File: src/rtl/a429_tx_pkg.sv
package a429_tx_pkg;
  typedef enum logic [1:0] {
    PH_IDLE  = 2'd0,
    PH_MARK  = 2'd1,
    PH_SPACE = 2'd2,
    PH_GAP   = 2'd3
  } phase_e;
endpackage

File: src/rtl/a429_tx_fifo.sv
module a429_tx_fifo #(
  parameter int WIDTH = 32,
  parameter int DEPTH = 4
) (
  input  logic             clk_i,
  input  logic             rst_ni,
  input  logic             clr_i,
  input  logic             push_i,
  input  logic [WIDTH-1:0] data_i,
  input  logic             pop_i,
  output logic [WIDTH-1:0] data_o,
  output logic             empty_o,
  output logic             full_o
);
  localparam int AW = (DEPTH > 1) ? $clog2(DEPTH) : 1;
  localparam int CW = $clog2(DEPTH + 1);
  localparam logic [AW-1:0] LAST = AW'(DEPTH - 1);

  logic [WIDTH-1:0] mem_q [DEPTH];
  logic [AW-1:0]    wr_q, rd_q;
  logic [CW-1:0]    cnt_q;
  logic             do_push, do_pop;

  assign empty_o = (cnt_q == '0);
  assign full_o  = (cnt_q == CW'(DEPTH));
  assign do_push = push_i && !full_o && !clr_i;
  assign do_pop  = pop_i && !empty_o && !clr_i;
  assign data_o  = mem_q[rd_q];

  always_ff @(posedge clk_i or negedge rst_ni) begin
    if (!rst_ni) begin
      wr_q  <= '0;
      rd_q  <= '0;
      cnt_q <= '0;
    end else if (clr_i) begin
      wr_q  <= '0;
      rd_q  <= '0;
      cnt_q <= '0;
    end else begin
      if (do_push) wr_q <= (wr_q == LAST) ? '0 : wr_q + 1'b1;
      if (do_pop)  rd_q <= (rd_q == LAST) ? '0 : rd_q + 1'b1;
      case ({do_push, do_pop})
        2'b10:   cnt_q <= cnt_q + 1'b1;
        2'b01:   cnt_q <= cnt_q - 1'b1;
        default: cnt_q <= cnt_q;
      endcase
    end
  end

  always_ff @(posedge clk_i) begin
    if (do_push) mem_q[wr_q] <= data_i;
  end
endmodule

File: src/rtl/a429_tx_fmt.sv
module a429_tx_fmt #(
  parameter int WIDTH = 32
) (
  input  logic [WIDTH-1:0] word_i,
  input  logic             parity_en_i,
  input  logic             parity_even_i,
  output logic [WIDTH-1:0] word_o
);
  logic ones_odd;
  assign ones_odd = ^word_i[WIDTH-2:0];

  // last bit: even select -> copy ones parity, odd select -> its complement
  always_comb begin
    word_o = word_i;
    if (parity_en_i) word_o[WIDTH-1] = parity_even_i ? ones_odd : !ones_odd;
  end
endmodule

File: src/rtl/a429_tx_engine.sv
module a429_tx_engine
  import a429_tx_pkg::*;
#(
  parameter int WIDTH    = 32,
  parameter int HALF_HS  = 5,
  parameter int HALF_LS  = 40,
  parameter int GAP_BITS = 4
) (
  input  logic             clk_i,
  input  logic             rst_ni,
  input  logic             tick_i,
  input  logic             abort_i,
  input  logic             load_i,
  input  logic [WIDTH-1:0] word_i,
  input  logic             low_speed_i,
  output logic             busy_o,
  output logic             mark_o,
  output logic             bit_o
);
  localparam int GAP_HS  = 2 * HALF_HS * GAP_BITS;
  localparam int GAP_LS  = 2 * HALF_LS * GAP_BITS;
  localparam int GAP_MAX = (GAP_LS > GAP_HS) ? GAP_LS : GAP_HS;
  localparam int CNT_W   = $clog2(GAP_MAX + 1);
  localparam int IDX_W   = $clog2(WIDTH);
  localparam logic [IDX_W-1:0] IDX_LAST = IDX_W'(WIDTH - 1);

  phase_e           ph_q;
  logic [CNT_W-1:0] cnt_q;
  logic [IDX_W-1:0] idx_q;
  logic [WIDTH-1:0] sreg_q;
  logic             slow_q;
  logic [CNT_W-1:0] half_end, gap_end;

  assign half_end = slow_q ? CNT_W'(HALF_LS - 1) : CNT_W'(HALF_HS - 1);
  assign gap_end  = slow_q ? CNT_W'(GAP_LS - 1)  : CNT_W'(GAP_HS - 1);

  always_ff @(posedge clk_i or negedge rst_ni) begin
    if (!rst_ni) begin
      ph_q   <= PH_IDLE;
      cnt_q  <= '0;
      idx_q  <= '0;
      sreg_q <= '0;
      slow_q <= 1'b0;
    end else if (abort_i) begin
      ph_q  <= PH_IDLE;
      cnt_q <= '0;
      idx_q <= '0;
    end else if (ph_q == PH_IDLE) begin
      if (load_i) begin
        ph_q   <= PH_MARK;
        cnt_q  <= '0;
        idx_q  <= '0;
        sreg_q <= word_i;
        slow_q <= low_speed_i;
      end
    end else if (tick_i) begin
      unique case (ph_q)
        PH_MARK: begin
          if (cnt_q == half_end) begin
            ph_q  <= PH_SPACE;
            cnt_q <= '0;
          end else cnt_q <= cnt_q + 1'b1;
        end
        PH_SPACE: begin
          if (cnt_q == half_end) begin
            cnt_q <= '0;
            if (idx_q == IDX_LAST) ph_q <= PH_GAP;
            else begin
              ph_q   <= PH_MARK;
              idx_q  <= idx_q + 1'b1;
              sreg_q <= sreg_q >> 1;
            end
          end else cnt_q <= cnt_q + 1'b1;
        end
        PH_GAP: begin
          if (cnt_q == gap_end) ph_q <= PH_IDLE;
          else cnt_q <= cnt_q + 1'b1;
        end
        default: ph_q <= PH_IDLE;
      endcase
    end
  end

  assign busy_o = (ph_q != PH_IDLE);
  assign mark_o = (ph_q == PH_MARK);
  assign bit_o  = sreg_q[0];
endmodule

File: src/rtl/a429_tx_seq.sv
module a429_tx_seq #(
  parameter int WIDTH    = 32,
  parameter int DEPTH    = 4,
  parameter int HALF_HS  = 5,
  parameter int HALF_LS  = 40,
  parameter int GAP_BITS = 4
) (
  input  logic             clk_i,
  input  logic             rst_ni,
  input  logic             tick_i,
  input  logic             low_speed_i,
  input  logic             parity_en_i,
  input  logic             parity_even_i,
  input  logic             auto_start_i,
  input  logic             drv_disable_i,
  input  logic             push_i,
  input  logic [WIDTH-1:0] push_data_i,
  input  logic             load_done_i,
  input  logic             start_cmd_i,
  input  logic             clear_i,
  output logic             full_o,
  output logic             tx_empty_o,
  output logic             line_hi_o,
  output logic             line_lo_o
);
  logic [WIDTH-1:0] head, fmt_word;
  logic fifo_empty, pop, trigger, run_q;
  logic eng_busy, eng_mark, eng_bit;

  a429_tx_fifo #(.WIDTH(WIDTH), .DEPTH(DEPTH)) u_fifo (
    .clk_i   (clk_i),
    .rst_ni  (rst_ni),
    .clr_i   (clear_i),
    .push_i  (push_i),
    .data_i  (push_data_i),
    .pop_i   (pop),
    .data_o  (head),
    .empty_o (fifo_empty),
    .full_o  (full_o)
  );

  a429_tx_fmt #(.WIDTH(WIDTH)) u_fmt (
    .word_i        (head),
    .parity_en_i   (parity_en_i),
    .parity_even_i (parity_even_i),
    .word_o        (fmt_word)
  );

  a429_tx_engine #(
    .WIDTH(WIDTH), .HALF_HS(HALF_HS), .HALF_LS(HALF_LS), .GAP_BITS(GAP_BITS)
  ) u_eng (
    .clk_i       (clk_i),
    .rst_ni      (rst_ni),
    .tick_i      (tick_i),
    .abort_i     (clear_i),
    .load_i      (pop),
    .word_i      (fmt_word),
    .low_speed_i (low_speed_i),
    .busy_o      (eng_busy),
    .mark_o      (eng_mark),
    .bit_o       (eng_bit)
  );

  assign trigger = auto_start_i ? load_done_i : start_cmd_i;
  assign pop     = run_q && !eng_busy && !fifo_empty && !clear_i;

  // burst stays open until queue and engine drain together
  always_ff @(posedge clk_i or negedge rst_ni) begin
    if (!rst_ni)                      run_q <= 1'b0;
    else if (clear_i)                 run_q <= 1'b0;
    else if (trigger)                 run_q <= 1'b1;
    else if (!eng_busy && fifo_empty) run_q <= 1'b0;
  end

  assign tx_empty_o = fifo_empty && !eng_busy;
  assign line_hi_o  = !drv_disable_i && eng_mark && eng_bit;
  assign line_lo_o  = !drv_disable_i && eng_mark && !eng_bit;
endmodule

File: config.mk
export PLATFORM = sky130hd
export DESIGN_NAME = a429_tx_seq
export DESIGN_NICKNAME = d
export VERILOG_FILES = /design/src/rtl/a429_tx_pkg.sv /design/src/rtl/a429_tx_fifo.sv /design/src/rtl/a429_tx_fmt.sv /design/src/rtl/a429_tx_engine.sv /design/src/rtl/a429_tx_seq.sv
export SDC_FILE = /design/constraint.sdc
export NUM_CORES = 1
export LEC_CHECK = 0
export BUFFER_PORTS_ARGS = -buffer_cell sky130_fd_sc_hd__buf_2
export CELL_PAD_IN_SITES_DETAIL_PLACEMENT = 1
export CELL_PAD_IN_SITES_GLOBAL_PLACEMENT = 1
export CORE_MARGIN = 1.5
export CORE_UTILIZATION = 45
export DETAILED_ROUTE_END_ITERATION = 8
export PLACE_DENSITY = 0.79
export SLEW_MARGIN = 20
export SYNTH_ARGS = -nofsm -noshare
export SYNTH_HDL_FRONTEND = slang
export SYNTH_SLANG_ARGS = --single-unit
File: constraint.sdc
create_clock -name clk_i -period 3 [get_ports clk_i]
set_input_delay 0.6 -clock clk_i [delete_from_list [all_inputs] [get_ports clk_i]]
set_output_delay 0.6 -clock clk_i [all_outputs]
set_load 0.03 [all_outputs]
==> results of run 1 <==
==> per-stage QoR <==
step / setup WS [ns] / power, mW / hold slack (ns) / util (%) / cells
floorplan: 0.800 / 4.73 / 0.304 / - / 511
global placement: 0.612 / 5.11 / 0.460 / 48.9 / 771
detailed placement: 0.566 / 5.22 / 0.475 / 48.9 / 771
CTS: 0.377 / 7.50 / 0.253 / 52.4 / 803
global route: 0.294 / 7.79 / 0.281 / 52.4 / 803
finish: 0.380 / 7.43 / 0.241 / 52.4 / 803
==> per-layer routing <==
metal	track usage, %	wire length, µm	vias to the layer above
met3	4.10	501	14
met1	24.6	7340	2320
met4	4.20	155	0
met5	0	0	-
li1	-	-	2030
met2	33.0	8380	72
==> sequential cells by signal, summed over array words and instances (netlist names), 2 cells and up <==
register / count
u_fifo.mem_q: 128
u_eng.sreg_q: 32
u_eng.cnt_q: 9
u_eng.idx_q: 5
u_fifo.cnt_q: 3
u_eng.ph_q: 2
u_fifo.rd_q: 2
u_fifo.wr_q: 2
==> layout make-up <==
type	count	area, µm²
sequential	185	5270
timing repair buffer	59	350
inverter	9	33.8
clock inverter	15	179
clock buffer	17	425
tap	225	282
multi-input combinational	293	2510
fill	1643	8240
==> report_power, final <==
group / switching, mW / internal [mW]
registers: 0.201 / 3.06
logic: 1.04 / 0.862
clock network: 1.07 / 1.20
==> worst reg2reg max path: stages (launching register included) <==
cell                       delay (ns)
sky130_fd_sc_hd__dfrtp_1         0.46
sky130_fd_sc_hd__or4_1           0.55
sky130_fd_sc_hd__a2111o_1        0.39
sky130_fd_sc_hd__nor3b_1         0.20
sky130_fd_sc_hd__o21ba_2         0.29
sky130_fd_sc_hd__nor2_1          0.16
sky130_fd_sc_hd__nand4_1         0.16
sky130_fd_sc_hd__o21ai_0         0.09
==> kinds of logic after synthesis <==
group,after synthesis
buffers and inverters,33
AO/OA/AOI/OAI,74
AND/OR/NAND/NOR,102
adder cells (fa/ha/maj),13
multiplexers,67
XOR/XNOR,37
flip-flops,185
==> cell usage after synthesis (all sizes together), types with 2 or more instances <==
cell type	n
nor3	4
clkbuf	11
nor2b	2
nand2	49
edfxtp	128
xor2	4
buf	13
and3	2
o21ba	2
and2	5
a21oi	6
nor3b	2
inv	9
nand4	4
xnor2	33
a31oi	5
o31ai	4
mux4	32
dfrtp	57
o21ai	52
ha	12
nand3	4
mux2i	34
nor2	22
nor4	2
or3	2
==> final timing paths <==
| path | slack, ns | to |
|---|---|---|
| hold reg to reg | 0.49 | u_eng.sreg_q[23] |
| setup / recovery | 0.38 | tx_empty_o |
| setup reg to reg | 0.57 | u_eng.cnt_q[4] |
| hold / removal | 0.24 | u_eng.idx_q[4] |
| max in group asynchronous | 2.02 | u_eng.sreg_q[16] |
| min in group clk_i | 0.38 | u_fifo.mem_q[0][17] |
==> flow_summary.html, run 1 <==
<table>
<tr><th>Metric</th><th>Value</th></tr>
<tr><th colspan="2">Worst setup path</th></tr>
<tr><td>Cell type with the highest occurrence count on the critical path</td><td>sky130_fd_sc_hd__inv_1</td></tr>
<tr><td>Reg-to-reg startpoint</td><td>u_eng.cnt_q[3]</td></tr>
<tr><td>Largest fanout of any net on the critical path</td><td>19</td></tr>
<tr><td>Slowest stage cell on the critical path</td><td>sky130_fd_sc_hd__dfrtp_1</td></tr>
<tr><td>Startpoint kind of the worst setup timing path</td><td>register</td></tr>
<tr><td>Number of buffer and inverter instances along the worst setup path</td><td>4</td></tr>
<tr><td>Crit-path cells</td><td>inv_1 -&gt; ha_2 -&gt; buf_4 -&gt; inv_1 -&gt; nor2_1 -&gt; buf_2</td></tr>
<tr><td>Slowest stage delay, CP</td><td>0.43 ns</td></tr>
<tr><td>Data arrival time of the critical path</td><td>2.02 ns</td></tr>
<tr><td>R2R cell count</td><td>7</td></tr>
<tr><td>Family of cells with the greatest summed delay on the critical path</td><td>buffers and inverters</td></tr>
<tr><td>Worst Setup End Kind</td><td>output pin</td></tr>
<tr><td>Req. time, crit path</td><td>2.40 ns</td></tr>
<tr><td>Worst setup path class</td><td>register to output pin</td></tr>
<tr><td>Worst setup startpoint</td><td>u_eng.ph_q[1]</td></tr>
<tr><td>Cell count along the critical path</td><td>6</td></tr>
<tr><th colspan="2">Global routing</th></tr>
<tr><td>All-Layer GR Usage</td><td>19.0%</td></tr>
<tr><td>Pin count of the biggest net entering global routing</td><td>64</td></tr>
<tr><td>Number of antenna violations at the first check in global routing</td><td>0</td></tr>
<tr><td>Vias in the first global route</td><td>4877</td></tr>
<tr><td>GRT overflow</td><td>0</td></tr>
<tr><td>Global-route wire length before repair</td><td>26.3 mm</td></tr>
<tr><th colspan="2">Clock network</th></tr>
<tr><td>TritonCTS Sinks</td><td>185</td></tr>
<tr><td>Number of resized instances in the post-cts repair step</td><td>0</td></tr>
<tr><td>Setup bufs post-CTS</td><td>0</td></tr>
<tr><td>Clock insertion delay at the later pin of the skew report</td><td>0.43 ns</td></tr>
<tr><td>Number of buffers created by CTS</td><td>17</td></tr>
<tr><td>H-tree depth</td><td>4</td></tr>
<tr><td>Clock-pin slew on the worst setup and hold paths</td><td>0.07 ns</td></tr>
<tr><td>Root Buffer Master</td><td>sky130_fd_sc_hd__clkbuf_16</td></tr>
<tr><td>Clock tree from TritonCTS</td><td>done</td></tr>
<tr><td>Hold-fix buffers, CTS</td><td>0</td></tr>
<tr><td>Clock tree buffer depth</td><td>2</td></tr>
<tr><th colspan="2">Synthesis</th></tr>
<tr><td>Leading post-synthesis cells by cell area</td><td>sky130_fd_sc_hd__edfxtp_1 (48%), sky130_fd_sc_hd__dfrtp_1 (18%), sky130_fd_sc_hd__mux4_2 (5.4%)</td></tr>
<tr><td>Synth Area in Adders</td><td>2.14%</td></tr>
<tr><td>Proportion of synthesized area in mux cells</td><td>14.1%</td></tr>
<tr><td>Top flip-flop cell by instance count after synthesis</td><td>sky130_fd_sc_hd__edfxtp_1</td></tr>
<tr><td>Fraction of post-synthesis cell area in the top cell type by area</td><td>48.3%</td></tr>
<tr><td>Mean instance size in the synthesized netlist</td><td>15.6 µm²</td></tr>
<tr><td>Number of flops mapped to enable cells by yosys</td><td>128</td></tr>
<tr><td>Fraction of registers with async set or reset after synthesis</td><td>30.8%</td></tr>
<tr><td>Area share of and/or/nand/nor cells after synthesis</td><td>5.77%</td></tr>
<tr><td>Syn nets</td><td>568</td></tr>
<tr><td>Proportion of synthesized chip area in sequential cells</td><td>66.2%</td></tr>
<tr><td>Number of storage elements in the synthesis netlist</td><td>185</td></tr>
<tr><td>Synthesized-area fraction occupied by xor and xnor cells</td><td>4.35%</td></tr>
<tr><td>Main combinational cell family by area after synthesis</td><td>multiplexers</td></tr>
<tr><td>Number of library cell types mapped by synthesis</td><td>42</td></tr>
<tr><td>Dominant cell type by area after synthesis</td><td>sky130_fd_sc_hd__edfxtp_1</td></tr>
<tr><td>Yosys warnings</td><td>0</td></tr>
<tr><td>Synth Area in Compound Gates</td><td>5.22%</td></tr>
<tr><td>Synthesized instance count</td><td>511</td></tr>
<tr><td>Cell area after synthesis</td><td>7970 µm²</td></tr>
<tr><th colspan="2">Drt</th></tr>
<tr><td>Router iterations before antenna repair</td><td>4</td></tr>
<tr><td>Vias post-DR</td><td>4436</td></tr>
<tr><td>Final Routed Wirelength</td><td>16.4 mm</td></tr>
<tr><td>Residual antenna-violating net count after detailed routing</td><td>0</td></tr>
<tr><td>Avg WL per Cell</td><td>20.4 µm</td></tr>
<tr><td>Count of unresolved DRC violations after routing</td><td>0</td></tr>
<tr><td>Number of DRC violations after detailed-routing iteration 0</td><td>288</td></tr>
<tr><td>Vias per cell</td><td>5.52</td></tr>
<tr><th colspan="2">Die</th></tr>
<tr><td>Core box area</td><td>17300 µm²</td></tr>
<tr><td>Area enclosed by the die boundary</td><td>18500 µm²</td></tr>
<tr><td>Die outline width</td><td>136 µm</td></tr>
<tr><td>Overall die height</td><td>136 µm</td></tr>
<tr><td>I/O pin count</td><td>48</td></tr>
<tr><td>Site row count</td><td>48</td></tr>
<tr><td>Initial core utilization</td><td>46.1%</td></tr>
<tr><th colspan="2">STA</th></tr>
<tr><td>Worst-case clock skew</td><td>0.0117 ns</td></tr>
<tr><td>Min cycle time layout</td><td>2.62 ns</td></tr>
<tr><td>Relative slew slack</td><td>49.3%</td></tr>
<tr><td>Period Utilization, post-route</td><td>87.3%</td></tr>
<tr><td>Count of endpoints failing hold in the final timing report</td><td>0</td></tr>
<tr><td>Transition at the pin with the smallest max-transition slack</td><td>0.761 ns</td></tr>
<tr><td>Highest clock frequency the design can meet</td><td>382 MHz</td></tr>
<tr><td>Final slew viol count</td><td>0</td></tr>
<tr><td>Setup repair after global routing missed its margin</td><td>no</td></tr>
<tr><td># setup viols final</td><td>0</td></tr>
<tr><td>TNS Setup</td><td>0 ns</td></tr>
<tr><th colspan="2">Finish</th></tr>
<tr><td>Leading cell type in the layout, fill and taps excluded</td><td>sky130_fd_sc_hd__edfxtp_1</td></tr>
<tr><td>Ratio of cells with drive above 1 in the final layout</td><td>20.6%</td></tr>
<tr><td>Ant diodes</td><td>0</td></tr>
<tr><td>Commonest cells after routing, fill and taps aside</td><td>sky130_fd_sc_hd__edfxtp_1 (128), sky130_fd_sc_hd__dfrtp_1 (56), sky130_fd_sc_hd__o21ai_0 (50)</td></tr>
<tr><td>Total Nets Final</td><td>622</td></tr>
<tr><td>Area growth from synthesis to final layout</td><td>13.7%</td></tr>
<tr><td>Summed area of non-filler cells in the final layout</td><td>9060 µm²</td></tr>
<tr><th colspan="2">Pwr</th></tr>
<tr><td>Worst vdd ir</td><td>0.581 mV</td></tr>
<tr><td>Static leakage</td><td>3.47 nW</td></tr>
<tr><td>Power density over the cells</td><td>820 nW/µm²</td></tr>
<tr><th colspan="2">Job</th></tr>
<tr><td>Number of max-capacitance violations reported</td><td>0</td></tr>
<tr><th colspan="2">Placement</th></tr>
<tr><td>Detailed-placement wirelength estimate</td><td>10.5 mm</td></tr>
<tr><td>Count of input and output buffers</td><td>47</td></tr>
<tr><td>Last weighted congestion value of the routability-driven placer</td><td>0.793</td></tr>
<tr><td>Placed cell area</td><td>8450 µm²</td></tr>
<tr><th colspan="2">Run status</th></tr>
<tr><td>Result of the run</td><td>finished clean</td></tr>
<tr><th colspan="2">Worst hold path</th></tr>
<tr><td>Type of the tightest min-delay check</td><td>input pin to async pin</td></tr>
</table>
(Power assumes the default switching activity.)
==> run 2: changes to the inputs <==
Settings changed: PLACE_DENSITY 0.79 to 0.73.
==> flow_summary.html, run 2 (synthesized netlist as in run 1, its figures left out) <==
<table>
<tr><th>Metric</th><th>Value</th></tr>
<tr><th colspan="2">Clock network</th></tr>
<tr><td>TritonCTS Sinks</td><td>185 (unchanged)</td></tr>
<tr><td>Number of resized instances in the post-cts repair step</td><td>0 (unchanged)</td></tr>
<tr><td>H-tree depth</td><td>4 (unchanged)</td></tr>
<tr><td>Clock-pin slew on the worst setup and hold paths</td><td>0.07 ns (about the same)</td></tr>
<tr><td>Number of buffers created by CTS</td><td>17 (unchanged)</td></tr>
<tr><td>Hold-fix buffers, CTS</td><td>0 (unchanged)</td></tr>
<tr><td>Clock insertion delay at the later pin of the skew report</td><td>0.44 ns (was 0.43 ns)</td></tr>
<tr><td>Clock tree from TritonCTS</td><td>done (unchanged)</td></tr>
<tr><td>Setup bufs post-CTS</td><td>0 (unchanged)</td></tr>
<tr><td>Clock tree buffer depth</td><td>2 (unchanged)</td></tr>
<tr><td>Root Buffer Master</td><td>sky130_fd_sc_hd__clkbuf_16 (unchanged)</td></tr>
<tr><th colspan="2">Worst setup path</th></tr>
<tr><td>Req. time, crit path</td><td>3.31 ns (was 2.40 ns)</td></tr>
<tr><td>Data arrival time of the critical path</td><td>2.85 ns (was 2.02 ns)</td></tr>
<tr><td>Worst Setup End Kind</td><td>register (was output pin)</td></tr>
<tr><td>Largest fanout of any net on the critical path</td><td>15 (was 19)</td></tr>
<tr><td>Worst setup path class</td><td>register to register (was register to output pin)</td></tr>
<tr><td>Startpoint kind of the worst setup timing path</td><td>register (unchanged)</td></tr>
<tr><th colspan="2">STA</th></tr>
<tr><td># setup viols final</td><td>0 (unchanged)</td></tr>
<tr><td>Final slew viol count</td><td>0 (unchanged)</td></tr>
<tr><td>Period Utilization, post-route</td><td>84.6% (was 87.3%)</td></tr>
<tr><td>Min cycle time layout</td><td>2.54 ns (was 2.62 ns)</td></tr>
<tr><td>Setup repair after global routing missed its margin</td><td>no (unchanged)</td></tr>
<tr><td>Worst-case clock skew</td><td>0.00979 ns (was 0.0117 ns)</td></tr>
<tr><td>Transition at the pin with the smallest max-transition slack</td><td>0.723 ns (was 0.761 ns)</td></tr>
<tr><td>TNS Setup</td><td>0 ns (unchanged)</td></tr>
<tr><td>Relative slew slack</td><td>51.5% (was 49.3%)</td></tr>
<tr><td>Count of endpoints failing hold in the final timing report</td><td>0 (unchanged)</td></tr>
<tr><td>Highest clock frequency the design can meet</td><td>394 MHz (was 382 MHz)</td></tr>
<tr><th colspan="2">Finish</th></tr>
<tr><td>Leading cell type in the layout, fill and taps excluded</td><td>sky130_fd_sc_hd__edfxtp_1 (unchanged)</td></tr>
<tr><td>Regs by FF count</td><td>u_fifo.mem_q (128), u_eng.sreg_q (32), u_eng.cnt_q (9) (unchanged)</td></tr>
<tr><td>Register ranked first by flip-flop count</td><td>u_fifo.mem_q (unchanged)</td></tr>
<tr><td>Ant diodes</td><td>0 (unchanged)</td></tr>
<tr><td>Flip-flop count of the largest register, all copies and words added</td><td>128 (unchanged)</td></tr>
<tr><td>Filler Cells Inserted</td><td>1695 (was 1643)</td></tr>
<tr><td>Util after Layout</td><td>52.6% (was 52.4%)</td></tr>
<tr><td>Commonest cells after routing, fill and taps aside</td><td>sky130_fd_sc_hd__edfxtp_1 (128), sky130_fd_sc_hd__dfrtp_1 (56), sky130_fd_sc_hd__o21ai_0 (50) (unchanged)</td></tr>
<tr><td>Fin cells</td><td>807 (was 803)</td></tr>
<tr><td>Register Area</td><td>5270 µm² (unchanged)</td></tr>
<tr><td>Total Nets Final</td><td>626 (was 622)</td></tr>
<tr><td>Area taken by multi-input logic gates</td><td>2510 µm² (unchanged)</td></tr>
<tr><td>Area growth from synthesis to final layout</td><td>14.2% (was 13.7%)</td></tr>
<tr><td>Ratio of cells with drive above 1 in the final layout</td><td>21.0% (was 20.6%)</td></tr>
<tr><th colspan="2">Global routing</th></tr>
<tr><td>Global-route wire length before repair</td><td>26.9 mm (was 26.3 mm)</td></tr>
<tr><td>All-Layer GR Usage</td><td>19.8% (was 19.0%)</td></tr>
<tr><td>Number of antenna violations at the first check in global routing</td><td>0 (unchanged)</td></tr>
<tr><td>Vias in the first global route</td><td>4886 (was 4877)</td></tr>
<tr><td>Pin count of the biggest net entering global routing</td><td>64 (unchanged)</td></tr>
<tr><td>GRT overflow</td><td>0 (unchanged)</td></tr>
<tr><th colspan="2">Drt</th></tr>
<tr><td>Avg WL per Cell</td><td>20.7 µm (was 20.4 µm)</td></tr>
<tr><td>Count of unresolved DRC violations after routing</td><td>0 (unchanged)</td></tr>
<tr><td>Router iterations before antenna repair</td><td>4 (unchanged)</td></tr>
<tr><td>Final Routed Wirelength</td><td>16.7 mm (was 16.4 mm)</td></tr>
<tr><td>Number of DRC violations after detailed-routing iteration 0</td><td>160 (was 288)</td></tr>
<tr><td>Residual antenna-violating net count after detailed routing</td><td>0 (unchanged)</td></tr>
<tr><td>Vias per cell</td><td>5.52 (about the same)</td></tr>
<tr><td>Vias post-DR</td><td>4457 (was 4436)</td></tr>
<tr><th colspan="2">Job</th></tr>
<tr><td>Number of max-capacitance violations reported</td><td>0 (unchanged)</td></tr>
<tr><th colspan="2">Die</th></tr>
<tr><td>I/O pin count</td><td>48 (unchanged)</td></tr>
<tr><td>Overall die height</td><td>136 µm (unchanged)</td></tr>
<tr><td>Site row count</td><td>48 (unchanged)</td></tr>
<tr><td>Area enclosed by the die boundary</td><td>18500 µm² (unchanged)</td></tr>
<tr><td>Core box area</td><td>17300 µm² (unchanged)</td></tr>
<tr><td>Initial core utilization</td><td>46.1% (unchanged)</td></tr>
<tr><td>Die outline width</td><td>136 µm (unchanged)</td></tr>
<tr><th colspan="2">Run status</th></tr>
<tr><td>Result of the run</td><td>finished clean (unchanged)</td></tr>
<tr><th colspan="2">Placement</th></tr>
<tr><td>Placed Instances</td><td>775 (was 771)</td></tr>
<tr><td>Count of input and output buffers</td><td>47 (unchanged)</td></tr>
<tr><td>Last weighted congestion value of the routability-driven placer</td><td>0.793 (about the same)</td></tr>
<tr><td>Detailed-placement wirelength estimate</td><td>10.4 mm (was 10.5 mm)</td></tr>
<tr><th colspan="2">Worst hold path</th></tr>
<tr><td>Type of the tightest min-delay check</td><td>input pin to async pin (unchanged)</td></tr>
<tr><th colspan="2">Pwr</th></tr>
<tr><td>Power density over the cells</td><td>823 nW/µm² (was 820 nW/µm²)</td></tr>
<tr><td>Worst vdd ir</td><td>0.445 mV (was 0.581 mV)</td></tr>
<tr><td>Static leakage</td><td>3.49 nW (was 3.47 nW)</td></tr>
</table>
run 2: cell count changes in the layout (fill, tap and decap cells not counted), sizes merged:
| cell | previous run | this run |
|---|---|---|
| bufinv | 1 | 2 |
| inv | 16 | 17 |
| buf | 59 | 63 |
| clkinv | 6 | 4 |
run 2: final cells by class:
type                            instances  area share, %
Clock buffer                           17           4.68
Clock inverter                         15           1.97
Inverter                                9          0.371
Multi-Input combinational cell        293           27.6
Sequential cell                       185           57.9
Tap cell                              225           3.09
Timing Repair Buffer                   63           4.32
run 2: report_power, final:
| group | switching (mW) | internal [mW] |
|---|---|---|
| combinational | 1.08 | 0.867 |
| clock | 1.03 | 1.26 |
| sequential | 0.200 | 3.06 |
| total | 2.30 | 5.19 |
run 2: routing by layer:
metal	part of all wire [%]	track usage, %	up-vias	wire (µm)
met5	0	0	-	0
met4	1.6	6.68	0	268
met3	3.0	3.24	24	494
met2	51	34.2	74	8600
met1	44	25.5	2314	7350
li1	-	-	2045	-
run 2: worst paths after layout:
kind / start / end / slack, ns / cells past startpoint
max: u_fifo.rd_q[0] / u_eng.sreg_q[31] / 0.46 / 8
min: rst_ni / u_eng.idx_q[4] / 0.17 / 2
max reg2reg: u_fifo.rd_q[0] / u_eng.sreg_q[31] / 0.46 / 8
min reg2reg: u_eng.sreg_q[1] / u_eng.sreg_q[1] / 0.49 / 2
max in group asynchronous: rst_ni / u_fifo.rd_q[0] / 2.44 / 2
min in group clk_i: push_data_i[7] / u_fifo.mem_q[0][7] / 0.37 / 1
run 2: worst max-delay path: stages, from the launching register on:
cell                      delay [ns]
sky130_fd_sc_hd__dfrtp_2        0.39
sky130_fd_sc_hd__buf_4          0.30
sky130_fd_sc_hd__mux4_1         0.64
sky130_fd_sc_hd__xor2_1         0.30
sky130_fd_sc_hd__xnor2_2        0.12
sky130_fd_sc_hd__xnor2_1        0.26
sky130_fd_sc_hd__xnor2_1        0.17
sky130_fd_sc_hd__xnor2_1        0.14
sky130_fd_sc_hd__o21ai_1        0.09
run 2: per-stage QoR:
stage | setup slack [ns] | area, µm² | hold slack [ns] | power (mW)
floorplan | 0.800 | 7970 | 0.304 | 4.73
global placement | 0.587 | 8490 | 0.463 | 5.14
detailed placement | 0.524 | 8490 | 0.474 | 5.24
CTS | 0.435 | 9100 | 0.173 | 7.57
global route | 0.267 | 9100 | 0.190 | 7.86
finish | 0.462 | 9100 | 0.169 | 7.49
